## config.mk

```make
export PLATFORM = sky130hd
export DESIGN_NAME = pin_led_cond
export DESIGN_NICKNAME = d
export VERILOG_FILES = /design/src/rtl/ledc_pkg.sv /design/src/rtl/ledc_polarity.sv /design/src/rtl/ledc_run_filter.sv /design/src/rtl/ledc_edge_stretch.sv /design/src/rtl/pin_led_cond.sv
export SDC_FILE = /design/constraint.sdc
export NUM_CORES = 1
export LEC_CHECK = 0
export CORE_MARGIN = 2
export CORE_UTILIZATION = 45
export DETAILED_ROUTE_END_ITERATION = 7
export HOLD_SLACK_MARGIN = 0.06
export PLACE_DENSITY = 0.68
export SLEW_MARGIN = 30
export SYNTH_ARGS = -nofsm -noshare
export SYNTH_HDL_FRONTEND = slang
export SYNTH_HIERARCHICAL = 1
export SYNTH_SLANG_ARGS = --single-unit
```

## constraint.sdc

```tcl
create_clock -name clk -period 5.5 [get_ports clk]
set_input_delay 1.1 -clock clk [delete_from_list [all_inputs] [get_ports clk]]
set_output_delay 1.1 -clock clk [all_outputs]
set_load 0.01 [all_outputs]
```

## src/rtl/ledc_pkg.sv

```systemverilog
package ledc_pkg;

   // Default counter width: 2**27 exceeds one second of samples at 125 MHz.
   localparam int unsigned DEF_CNT_W     = 27;
   // Default edge pulse: 100 ms at 125 MHz.
   localparam int unsigned DEF_PULSE_LEN = 12_500_000;

   typedef enum logic {
      SHOW_LEVEL = 1'b0,
      SHOW_EDGE  = 1'b1
   } show_mode_e;

   // Index into the pair of settling counts, chosen by the target level.
   typedef enum logic {
      LVL_LOW  = 1'b0,
      LVL_HIGH = 1'b1
   } level_e;

endpackage

```

## src/rtl/ledc_polarity.sv

```systemverilog
module ledc_polarity (
   input  logic pin_i,
   input  logic invert_i,
   output logic samp_o
);
   // The polarity flip sits ahead of everything else.
   always_comb samp_o = pin_i ^ invert_i;
endmodule

```

## src/rtl/ledc_run_filter.sv

```systemverilog
module ledc_run_filter #(
   parameter int unsigned CNT_W = ledc_pkg::DEF_CNT_W
) (
   input  logic             clk,
   input  logic             rst_n,
   input  logic             samp_i,
   input  logic [CNT_W-1:0] hi_cnt_i,
   input  logic [CNT_W-1:0] lo_cnt_i,
   output logic             filt_o,
   output logic             flip_o,
   output logic [CNT_W-1:0] run_o,
   output logic [CNT_W-1:0] need_o
);
   localparam logic [CNT_W-1:0] ONE = CNT_W'(1);
   localparam int unsigned      NLVL = 2;

   logic [CNT_W-1:0] raw_cnt [NLVL];
   logic [CNT_W-1:0] eff_cnt [NLVL];
   logic [CNT_W-1:0] run_q;
   logic [CNT_W-1:0] run_inc;
   logic [CNT_W-1:0] need;
   logic             filt_q;
   logic             differs;

   always_comb begin
      raw_cnt[ledc_pkg::LVL_LOW]  = lo_cnt_i;
      raw_cnt[ledc_pkg::LVL_HIGH] = hi_cnt_i;
   end

   // Normalize each settling count: zero requests the fastest response.
   for (genvar g = 0; g < NLVL; g++) begin : g_norm
      always_comb eff_cnt[g] = (raw_cnt[g] == '0) ? ONE : raw_cnt[g];
   end

   always_comb begin
      need    = eff_cnt[samp_i];
      differs = samp_i ^ filt_q;
      run_inc = run_q + ONE;
      flip_o  = differs && (run_inc >= need);
   end

   // run_q counts opposing samples seen so far; it stays below the
   // largest count, so the increment cannot wrap.
   always_ff @(posedge clk or negedge rst_n) begin
      if (!rst_n) begin
         filt_q <= 1'b0;
         run_q  <= '0;
      end else if (flip_o) begin
         filt_q <= samp_i;
         run_q  <= '0;
      end else if (!differs) begin
         run_q  <= '0;
      end else begin
         run_q  <= run_inc;
      end
   end

   assign filt_o = filt_q;
   assign run_o  = run_q;
   assign need_o = need;
endmodule

```

## src/rtl/ledc_edge_stretch.sv

```systemverilog
module ledc_edge_stretch #(
   parameter int unsigned PULSE_LEN = ledc_pkg::DEF_PULSE_LEN
) (
   input  logic clk,
   input  logic rst_n,
   input  logic fire_i,
   output logic pulse_o
);
   localparam int unsigned PW = (PULSE_LEN < 2) ? 1 : $clog2(PULSE_LEN + 1);

   if (PULSE_LEN == 1) begin : g_single
      logic hit_q;
      always_ff @(posedge clk or negedge rst_n) begin
         if (!rst_n) hit_q <= 1'b0;
         else        hit_q <= fire_i;
      end
      assign pulse_o = hit_q;
   end else begin : g_count
      localparam logic [PW-1:0] LOAD = PW'(PULSE_LEN);
      logic [PW-1:0] left_q;
      always_ff @(posedge clk or negedge rst_n) begin
         if (!rst_n)              left_q <= '0;
         else if (fire_i)         left_q <= LOAD;
         else if (left_q != '0)   left_q <= left_q - PW'(1);
      end
      assign pulse_o = (left_q != '0);
   end
endmodule

```

## src/rtl/pin_led_cond.sv

```systemverilog
module pin_led_cond #(
   parameter int unsigned CNT_W     = ledc_pkg::DEF_CNT_W,
   parameter int unsigned PULSE_LEN = ledc_pkg::DEF_PULSE_LEN
) (
   input  logic             clk,
   input  logic             rst_n,
   input  logic             pin_i,
   input  logic             invert_i,
   input  logic             edge_mode_i,
   input  logic [CNT_W-1:0] hi_cnt_i,
   input  logic [CNT_W-1:0] lo_cnt_i,
   output logic             led_o
);
   if (CNT_W < 1 || CNT_W > 32) begin : g_bad_cnt_w
      $error("pin_led_cond: CNT_W must lie in 1..32");
   end
   if (PULSE_LEN < 1) begin : g_bad_pulse
      $error("pin_led_cond: PULSE_LEN must be at least 1");
   end

   logic                 samp_w;
   logic                 filt_w;
   logic                 flip_w;
   logic                 pulse_w;
   logic [CNT_W-1:0]     run_w;
   logic [CNT_W-1:0]     need_w;
   ledc_pkg::show_mode_e mode;

   ledc_polarity u_pol (
      .pin_i    (pin_i),
      .invert_i (invert_i),
      .samp_o   (samp_w)
   );

   ledc_run_filter #(.CNT_W(CNT_W)) u_filt (
      .clk      (clk),
      .rst_n    (rst_n),
      .samp_i   (samp_w),
      .hi_cnt_i (hi_cnt_i),
      .lo_cnt_i (lo_cnt_i),
      .filt_o   (filt_w),
      .flip_o   (flip_w),
      .run_o    (run_w),
      .need_o   (need_w)
   );

   ledc_edge_stretch #(.PULSE_LEN(PULSE_LEN)) u_stretch (
      .clk     (clk),
      .rst_n   (rst_n),
      .fire_i  (flip_w),
      .pulse_o (pulse_w)
   );

   always_comb begin
      mode = ledc_pkg::show_mode_e'(edge_mode_i);
      unique case (mode)
         ledc_pkg::SHOW_EDGE: led_o = pulse_w;
         default:             led_o = filt_w;
      endcase
   end
endmodule

```

==> results.md, run 1 <==
Run status:
- The flow ran to the end, and the final reports show no timing, DRC or antenna violations.

Timing:
- Setup repair after global routing left no endpoint under its margin.
- The setup TNS after final layout is 0 ns.
- The hold violation total from the final report is 0.
- Dividing the final minimum period by the clock period gives 80.5%.
- The worst slew margin relative to its limit is 54.7%.
- The top achievable clock speed is 226 MHz.
- The worst clock skew is 0.00842 ns.
- Counting I/O delays and the setup requirement, the final critical path takes 4.43 ns.
- The number of max-slew violations in the final report was 0.
- At the pin with the least slew margin, the transition time is 0.673 ns.
- Setup violations remaining at the end of the flow were counted as 0.

Cells and area:
- The area used by multi-input combinational logic is 2480 sq um.
- The post-layout net count is 545.
- Cells with a size suffix above 1 make up 10.3% of the layout.
- The filler cells instantiated in the layout total 748.
- The number of diodes is 0.
- Across the whole layout, storage elements account for 1300 sq um.
- The utilization of the core after routing is 56.0%.
- The area overhead of the layout relative to synthesis is 19.9%.

Drt:
- The routed length per placed instance is 15.7 um.
- After detailed routing, the wire length on met1 is 4.18 mm.
- The detailed router finished its first iteration with 124 violations.
- The detail route stage leaves a number of antenna-violating nets equal to 0.
- Signal routing reaches up to met4.
- After detailed routing, the met3 layer carries 292 um of wire.
- The total wirelength of the detailed-routed design is 8.84 mm.
- Wire segments on met2 add up to 4.30 mm in the final route.
- The iteration count of the initial detailed-routing pass is 5.
- The final routed DRC violation total is 0.
- Summing over every cut layer, the via total after detailed routing is 3164.
- In the routed layout, each cell is associated on average with a via count of 5.64.

CTS:
- The TritonCTS clock tree is built.
- The cell at the root of the clock tree is sky130_fd_sc_hd__clkbuf_8.
- The number of buffers created by CTS is 5.
- Counting every sink on the clock net gives 52.
- After clock tree synthesis, the clock-pin slew on the worst setup and hold paths is 0.09 ns.
- The number of hold buffers added after cts is 0.
- CTS built an H-tree with a depth of 2.
- The number of post-CTS setup repair buffers is 0.
- Once the clock tree was built, the resizer swapped 0 gates to a different size.
- The longest clock path from root to sink contains 2 buffers.
- The clock insertion delay at the later pin of the skew report is 0.30 ns.

Synthesis:
- The Yosys warning count is 6.
- After synthesis the cells add up to 3850 sq um.
- The net count after synthesis is 487.
- Dividing the synthesized area by the synthesized cell count gives 9.69 sq um.
- The post-synthesis cell count is 398.

Hold path:
- The hold path startpoint is u_filt/run_o[0]$_DFF_PN0_.
- Along the worst hold path, the cell count comes to 1.
- The worst hold path belongs to the class reg2reg.
- The destination of the worst hold path is u_filt/run_o[0]$_DFF_PN0_.

Placement:
- Buffers placed on the I/O ports in this run total 59.
- The total half-perimeter wirelength after legalization and detailed placement is 7.08 mm.
- The congestion estimate from routability-driven global placement came to 0.832.

Critical path:
- The kind of cell with the highest combined delay along the critical path is buffers and inverters.
- In this design, the critical path's most frequently occurring cell is sky130_fd_sc_hd__buf_4.
- The maximum fanout count along the critical path is 30.
- The launching element type of the critical path is an input pin.
- The register-to-register path setup slack is 1.34 ns.
- Counting cells, the worst reg-to-reg path comes to 14.
- Together, buffers and inverters on the worst path number 3.
- The endpoint of the worst register-to-register path is u_stretch/g_count.left_q[19]$_DFFE_PN0P_.
- The arrival time at the worst endpoint is 4.62 ns.
- The most critical setup path has its startpoint at invert_i.
- The critical-path cell with the highest stage delay is sky130_fd_sc_hd__clkdlybuf4s50_1.
- The delay contributed by the slowest stage of the critical path is 0.56 ns.
- The critical path goes through clkdlybuf4s50_1, xor2_4, buf_4, mux2i_1, ha_1, a21oi_1, nand2_1, a221oi_1, o211a_2, a21boi_2, nor2_1, buf_4, or3_1.
- The startpoint of the most critical register-to-register path is u_filt/run_o[0]$_DFF_PN0_.
- The critical setup path kind is in2reg.
- The worst endpoint required time is 5.69 ns.
- The category of the worst setup path capture point is a flip-flop.

Floorplanning:
- The die outline area is 9320 sq um.
- Once the floorplan was initialized, standard cells occupied 46.7% of the core.
- The core footprint is 8260 sq um.
- The number of ports placed on the die boundary is 60.
- The vertical extent of the die is 96.6 um.
- The die width is 96.6 um.
- In this run the core area contains 33 standard-cell rows.

GRT:
- The number of global-route vias before repair is 3160.
- The final global-route overflow total is 0.
- The maximum number of pins on one net before global-route repair is 53.
- Across every metal layer, demand over resource in global routing totals 20.6%.
- The number of antenna violations at the first check in global routing is 0.
- The first-pass GRT wire length is 14.9 mm.

Pwr:
- For this design the ratio of total power to cell area is 162 nW/um^2.
- Summed over all cells, the static leakage comes to 1.95 nW.
- Across the VDD grid, the largest voltage drop is 0.0000834 V.

Flow run:
- The number of max-cap violations is 0.
-- layout make-up --
class	instances	share of cell area [%]
clock buffers	6	1.57
multi-input cells	330	53.8
flip-flops and latches	52	28.2
inverters	5	0.406
clock inverters	1	0.108
repair buffers	62	13.2
well taps	105	2.84
-- cell usage in the layout, fill, tap and decap left out, types with 2 or more instances in the layout --
cell / instances
sky130_fd_sc_hd__a211oi_1: 3
sky130_fd_sc_hd__a21oi_1: 15
sky130_fd_sc_hd__and3_1: 11
sky130_fd_sc_hd__and3_2: 3
sky130_fd_sc_hd__and4_1: 4
sky130_fd_sc_hd__buf_4: 3
sky130_fd_sc_hd__clkbuf_8: 5
sky130_fd_sc_hd__clkdlybuf4s50_1: 58
sky130_fd_sc_hd__dfrtp_1: 52
sky130_fd_sc_hd__ha_1: 30
sky130_fd_sc_hd__inv_1: 5
sky130_fd_sc_hd__mux2_4: 2
sky130_fd_sc_hd__mux2i_1: 28
sky130_fd_sc_hd__nand2_1: 25
sky130_fd_sc_hd__nand3_1: 16
sky130_fd_sc_hd__nand4_1: 11
sky130_fd_sc_hd__nand4_2: 2
sky130_fd_sc_hd__nor2_1: 29
sky130_fd_sc_hd__nor2b_1: 14
sky130_fd_sc_hd__nor3_1: 12
sky130_fd_sc_hd__nor4_1: 18
sky130_fd_sc_hd__nor4_2: 2
sky130_fd_sc_hd__nor4_4: 2
sky130_fd_sc_hd__o211ai_1: 2
sky130_fd_sc_hd__o21ai_0: 10
sky130_fd_sc_hd__o31ai_1: 4
sky130_fd_sc_hd__or2_2: 3
sky130_fd_sc_hd__or3_1: 7
sky130_fd_sc_hd__or4_1: 5
sky130_fd_sc_hd__or4_2: 2
sky130_fd_sc_hd__or4b_2: 2
sky130_fd_sc_hd__xnor2_1: 18
sky130_fd_sc_hd__xor2_1: 19
-- registers in the layout, indices dropped and copies added, names as in the netlist --
| signal | flops |
|---|---|
| u_filt/run_o | 27 |
| u_filt/filt_o | 1 |
| u_stretch/g_count.left_q | 24 |
-- worst max path at each step --
stage	endpoint	slack, ns	cells past startpoint
finish	u_stretch/g_count.left_q[19]$_DFFE_PN0P_	1.07	13
global route	u_stretch/g_count.left_q[19]$_DFFE_PN0P_	0.76	13
floorplan	u_stretch/g_count.left_q[0]$_DFFE_PN0P_	1.10	14
CTS	u_stretch/g_count.left_q[19]$_DFFE_PN0P_	1.08	13
detailed placement	u_stretch/g_count.left_q[19]$_DFFE_PN0P_	0.75	13
global placement	u_stretch/g_count.left_q[19]$_DFFE_PN0P_	0.80	13
-- stage by stage --
| step | instances | area [sq um] | setup WS, ns | power (mW) | hold WS, ns |
|---|---|---|---|---|---|
| after global routing | 561 | 4620 | 0.764 | 0.788 | 0.570 |
| after global placement | 554 | 4540 | 0.796 | 0.543 | 0.524 |
| after floorplan | 398 | 3850 | 1.10 | 0.473 | 0.473 |
| after CTS | 561 | 4620 | 1.08 | 0.755 | 0.546 |
| after detailed placement | 554 | 4540 | 0.749 | 0.547 | 0.532 |
| final | 561 | 4620 | 1.07 | 0.748 | 0.539 |
-- power by group --
group | total [mW] | switching [mW] | internal [mW]
combinational | 0.150 | 0.0722 | 0.0774
clock | 0.208 | 0.121 | 0.0869
sequential | 0.390 | 0.00407 | 0.386
total | 0.748 | 0.198 | 0.550
-- per-layer routing --
layer / up-vias / track usage, %
met1: 1493 / 26.7
met4: 0 / 3.87
met5: - / 0
met3: 6 / 3.26
li1: 1598 / -
met2: 67 / 36.5
(Power assumes the default switching activity.)
==> inputs of run 2 (changes only) <==
clock period = 4.3 ns   (was 5.5 ns; I/O delays follow)
==> run 2 against run 1 <==
  * First-iteration DRC count increased by 31%
  * Cell count increased by 0.89%
  * Flip-flop and latch count unchanged
  * Largest cell class unchanged
  * Highest routed layer unchanged
==> results.md, run 2 (same netlist as run 1, synthesis figures left out) <==
Run status:
- Result of the run: complete, no violations (unchanged).

Drt:
- The routed length per placed instance is 16.1 um (was 15.7 um).
- The met1 routed wirelength after detailed routing is 4.14 mm (was 4.18 mm).
- The remaining number of nets flagged by the antenna check after routing is 0 (unchanged).
- The detailed route wirelength on metal2 is 4.47 mm (was 4.30 mm).
- The total wirelength of the detailed-routed design was 9.09 mm (was 8.84 mm).
- The first-iteration detailed-routing DRC count is 163 (was 124).
- The vias after detailed routing is 3199 (was 3164).
- The number of vias per cell after detailed routing is 5.65 (was 5.64).
- The met3 wire length is 384 um (was 292 um).
- The final routed DRC violation total came to 0 (unchanged).
- The highest layer used for signal routing is met4 (unchanged).
- The iteration count of the initial detailed-routing pass is 4 (was 5).

Critical path:
- The category of the worst setup path capture point was a flip-flop (unchanged).
- The endpoint of the most critical setup path is u_stretch/g_count.left_q[19]$_DFFE_PN0P_ (unchanged).
- The endpoint of the worst register-to-register path was u_stretch/g_count.left_q[19]$_DFFE_PN0P_ (unchanged).
- The cell family with the largest share of critical-path delay was simple AND/OR/NAND/NOR gates (was buffers and inverters).
- The critical setup path kind is reg2reg (was in2reg).
- The worst endpoint required time is 4.49 ns (was 5.69 ns).
- The critical-path cell with the highest stage delay is sky130_fd_sc_hd__dfrtp_1 (was sky130_fd_sc_hd__clkdlybuf4s50_1).
- The worst-case reg-to-reg path depth is 14 (unchanged).
- The startpoint of the most critical register-to-register path is u_filt/run_o[0]$_DFF_PN0_ (unchanged).
- Cell-by-cell trace of the critical path: ha_1, and4_1, nand4_2, nor2_1, nand4_1, xnor2_1, ha_1, and4_2, a221oi_1, o211a_2, a21boi_2, nor2_1, buf_12, or3_1 (was clkdlybuf4s50_1, xor2_4, buf_4, mux2i_1, ha_1, a21oi_1, nand2_1, a221oi_1, o211a_2, a21boi_2, nor2_1, buf_4, or3_1).
- The delay contributed by the slowest stage of the critical path is 0.44 ns (was 0.56 ns).
- The register-to-register path setup slack came to 0.37 ns (was 1.34 ns).
- The source of the critical timing path is u_filt/run_o[0]$_DFF_PN0_ (was invert_i).
- The maximum fanout count along the critical path is 19 (was 30).
- The arrival time at the worst endpoint came to 4.12 ns (was 4.62 ns).
- The launching element type of the critical path was a flip-flop (was input pin).
- The count of buffer and inverter cells on the critical path is 1 (was 3).
- The logic depth of the worst setup path including buffers is 14 (was 13).

Floorplanning:
- The vertical extent of the die came to 96.6 um (unchanged).
- The die outline area is 9320 sq um (unchanged).
- The row count is 33 (unchanged).
- The core footprint was 8260 sq um (unchanged).
- The die width is 96.6 um (unchanged).
- The number of ports placed on the die boundary is 60 (unchanged).
- The effective utilization at floorplan is 46.7% (unchanged).

CTS:
- The number of clock sinks came to 52 (unchanged).
- The deepest level of the CTS H-tree is 2 (unchanged).
- The number of buffers created by CTS is 5 (unchanged).
- The TritonCTS clock tree was built (unchanged).
- The cell at the root of the clock tree is sky130_fd_sc_hd__clkbuf_8 (unchanged).
- The maximum clock path buffer count is 2 (unchanged).
- The clock transition at the registers of the reported paths was 0.10 ns (was 0.09 ns).
- The number of resized instances in the post-cts repair step is 0 (unchanged).
- The number of hold buffers added after cts came to 0 (unchanged).
- The number of post-CTS setup repair buffers was 0 (unchanged).
- The clock insertion delay at the later pin of the skew report is 0.31 ns (was 0.30 ns).

Cells and area:
- The post-layout net count is 549 (was 545).
- The area overhead of the layout relative to synthesis is 22.1% (was 19.9%).
- Most frequent cells in the layout: sky130_fd_sc_hd__clkdlybuf4s50_1, sky130_fd_sc_hd__dfrtp_1, sky130_fd_sc_hd__ha_1 (unchanged).
- The count of non-filler cells in the finished layout is 566 (was 561).
- The number of flip-flops under the largest register name is 27 (unchanged).
- The layout cell share with drive strength beyond 1 is 11.3% (was 10.3%).
- The number of diodes came to 0 (unchanged).
- The most common cell after layout, fill and taps aside is sky130_fd_sc_hd__clkdlybuf4s50_1 (unchanged).

Timing:
- The worst setup slack after layout came to 0.366 ns (was 1.07 ns).
- The number of max-slew violations in the final report is 0 (unchanged).
- Unrepaired setup endpoints after global routing: false (unchanged).
- Dividing the final minimum period by the clock period gives 91.5%.
- The setup TNS after final layout came to 0 ns (unchanged).
- The routed design could run at a clock period as short as 3.93 ns.
- The setup violation total in the final timing report is 0 (unchanged).
- The top achievable clock speed is 254 MHz.
- The worst slew margin relative to its limit came to 57.1% (was 54.7%).
- The worst clock skew came to 0.00598 ns (was 0.00842 ns).
- The hold slack came to 0.509 ns (was 0.539 ns).
- The hold violation total from the final report is 0 (unchanged).
- The slew at the pin closest to its max-slew limit was 0.638 ns (was 0.673 ns).

Flow run:
- The number of max-cap violations was 0 (unchanged).

GRT:
- The maximum number of pins on one net before global-route repair is 31 (was 53).
- The final global-route overflow total was 0 (unchanged).
- The first-pass GRT wire length is 15.3 mm (was 14.9 mm).
- The number of global-route vias before repair is 3267 (was 3160).
- The overall fraction of global-route tracks in use is 21.3% (was 20.6%).
- The number of antenna violations at the first check in global routing is 0 (unchanged).

Placement:
- The count of placed standard cells including taps is 558 (was 554).
- The total half-perimeter wirelength after legalization and detailed placement is 7.36 mm (was 7.08 mm).
- The final weighted congestion of routability-driven global placement is 0.847 (was 0.832).
- The worst setup slack after placement was 0.188 ns (was 0.749 ns).
- The total of buffers placed on input and output ports was 59 (unchanged).

Pwr:
- The static leakage came to 2.00 nW (was 1.95 nW).
- The largest vdd supply drop is 0.000114 V (was 0.0000834 V).
- The power density over cell area is 219 nW/um^2 (was 162 nW/um^2).

Hold path:
- The worst min-delay path class is in2async (was reg2reg).
==> run 2: cell types whose count changed in the layout (fill, tap and decap cells not counted), sizes merged <==
cell,before,now
buf,4,8
bufinv,0,1
==> run 2: power by group <==
| group | switching, mW | internal [mW] | total, mW | leakage, nW |
|---|---|---|---|---|
| Combinational | 0.0940 | 0.103 | 0.197 | 1.31 |
| Sequential | 0.00552 | 0.493 | 0.499 | 0.626 |
| Clock | 0.163 | 0.173 | 0.336 | 0.0552 |
==> run 2: worst register-to-register path: stages, from the launching register on <==
cell and delay (ns):
sky130_fd_sc_hd__dfrtp_1 0.44, sky130_fd_sc_hd__ha_1 0.23, sky130_fd_sc_hd__and4_1 0.29, sky130_fd_sc_hd__nand4_2 0.24
sky130_fd_sc_hd__nor2_1 0.21, sky130_fd_sc_hd__nand4_1 0.15, sky130_fd_sc_hd__xnor2_1 0.32, sky130_fd_sc_hd__ha_1 0.33
sky130_fd_sc_hd__and4_2 0.24, sky130_fd_sc_hd__a221oi_1 0.27, sky130_fd_sc_hd__o211a_2 0.22, sky130_fd_sc_hd__a21boi_2 0.23
sky130_fd_sc_hd__nor2_1 0.10, sky130_fd_sc_hd__buf_12 0.17, sky130_fd_sc_hd__or3_1 0.36
==> run 2: worst min path at each step <==
stage	end	slack, ns	cells after the start
6_report	u_stretch/g_count.left_q[21]$_DFFE_PN0P_	0.51	1
5_1_grt	u_stretch/g_count.left_q[19]$_DFFE_PN0P_	0.55	1
4_1_cts	u_stretch/g_count.left_q[21]$_DFFE_PN0P_	0.52	1
3_5_place_dp	u_stretch/g_count.left_q[1]$_DFFE_PN0P_	0.53	2
3_3_place_gp	u_stretch/g_count.left_q[1]$_DFFE_PN0P_	0.52	2
2_1_floorplan	u_filt/run_o[0]$_DFF_PN0_	0.47	1
==> run 2: area by class of cell <==
| cell class | instances | area [sq um] |
|---|---|---|
| Clock buffer | 6 | 72.6 |
| Clock inverter | 2 | 35.0 |
| Fill cell | 726 | 3550 |
| Inverter | 5 | 18.8 |
| Multi-Input combinational cell | 330 | 2480 |
| Sequential cell | 52 | 1300 |
| Tap cell | 105 | 131 |
| Timing Repair Buffer | 66 | 663 |
==> run 2: routing by layer <==
layer / track usage (%) / vias to the layer above
met5: 0 / -
met4: 4.58 / 0
met3: 3.65 / 12
met2: 37.6 / 79
met1: 27.3 / 1494
li1: - / 1614
==> run 2: metrics by stage <==
| stage | instance area (sq um) | power, mW | util, % |
|---|---|---|---|
| final | 4710 | 1.03 | 57.0 |
| after global routing | 4710 | 1.08 | 57.0 |
| after CTS | 4700 | 1.04 | 56.9 |
| after detailed placement | 4590 | 0.706 | 55.6 |
| after global placement | 4590 | 0.700 | 55.6 |
| after floorplan | 3850 | 0.605 | - |
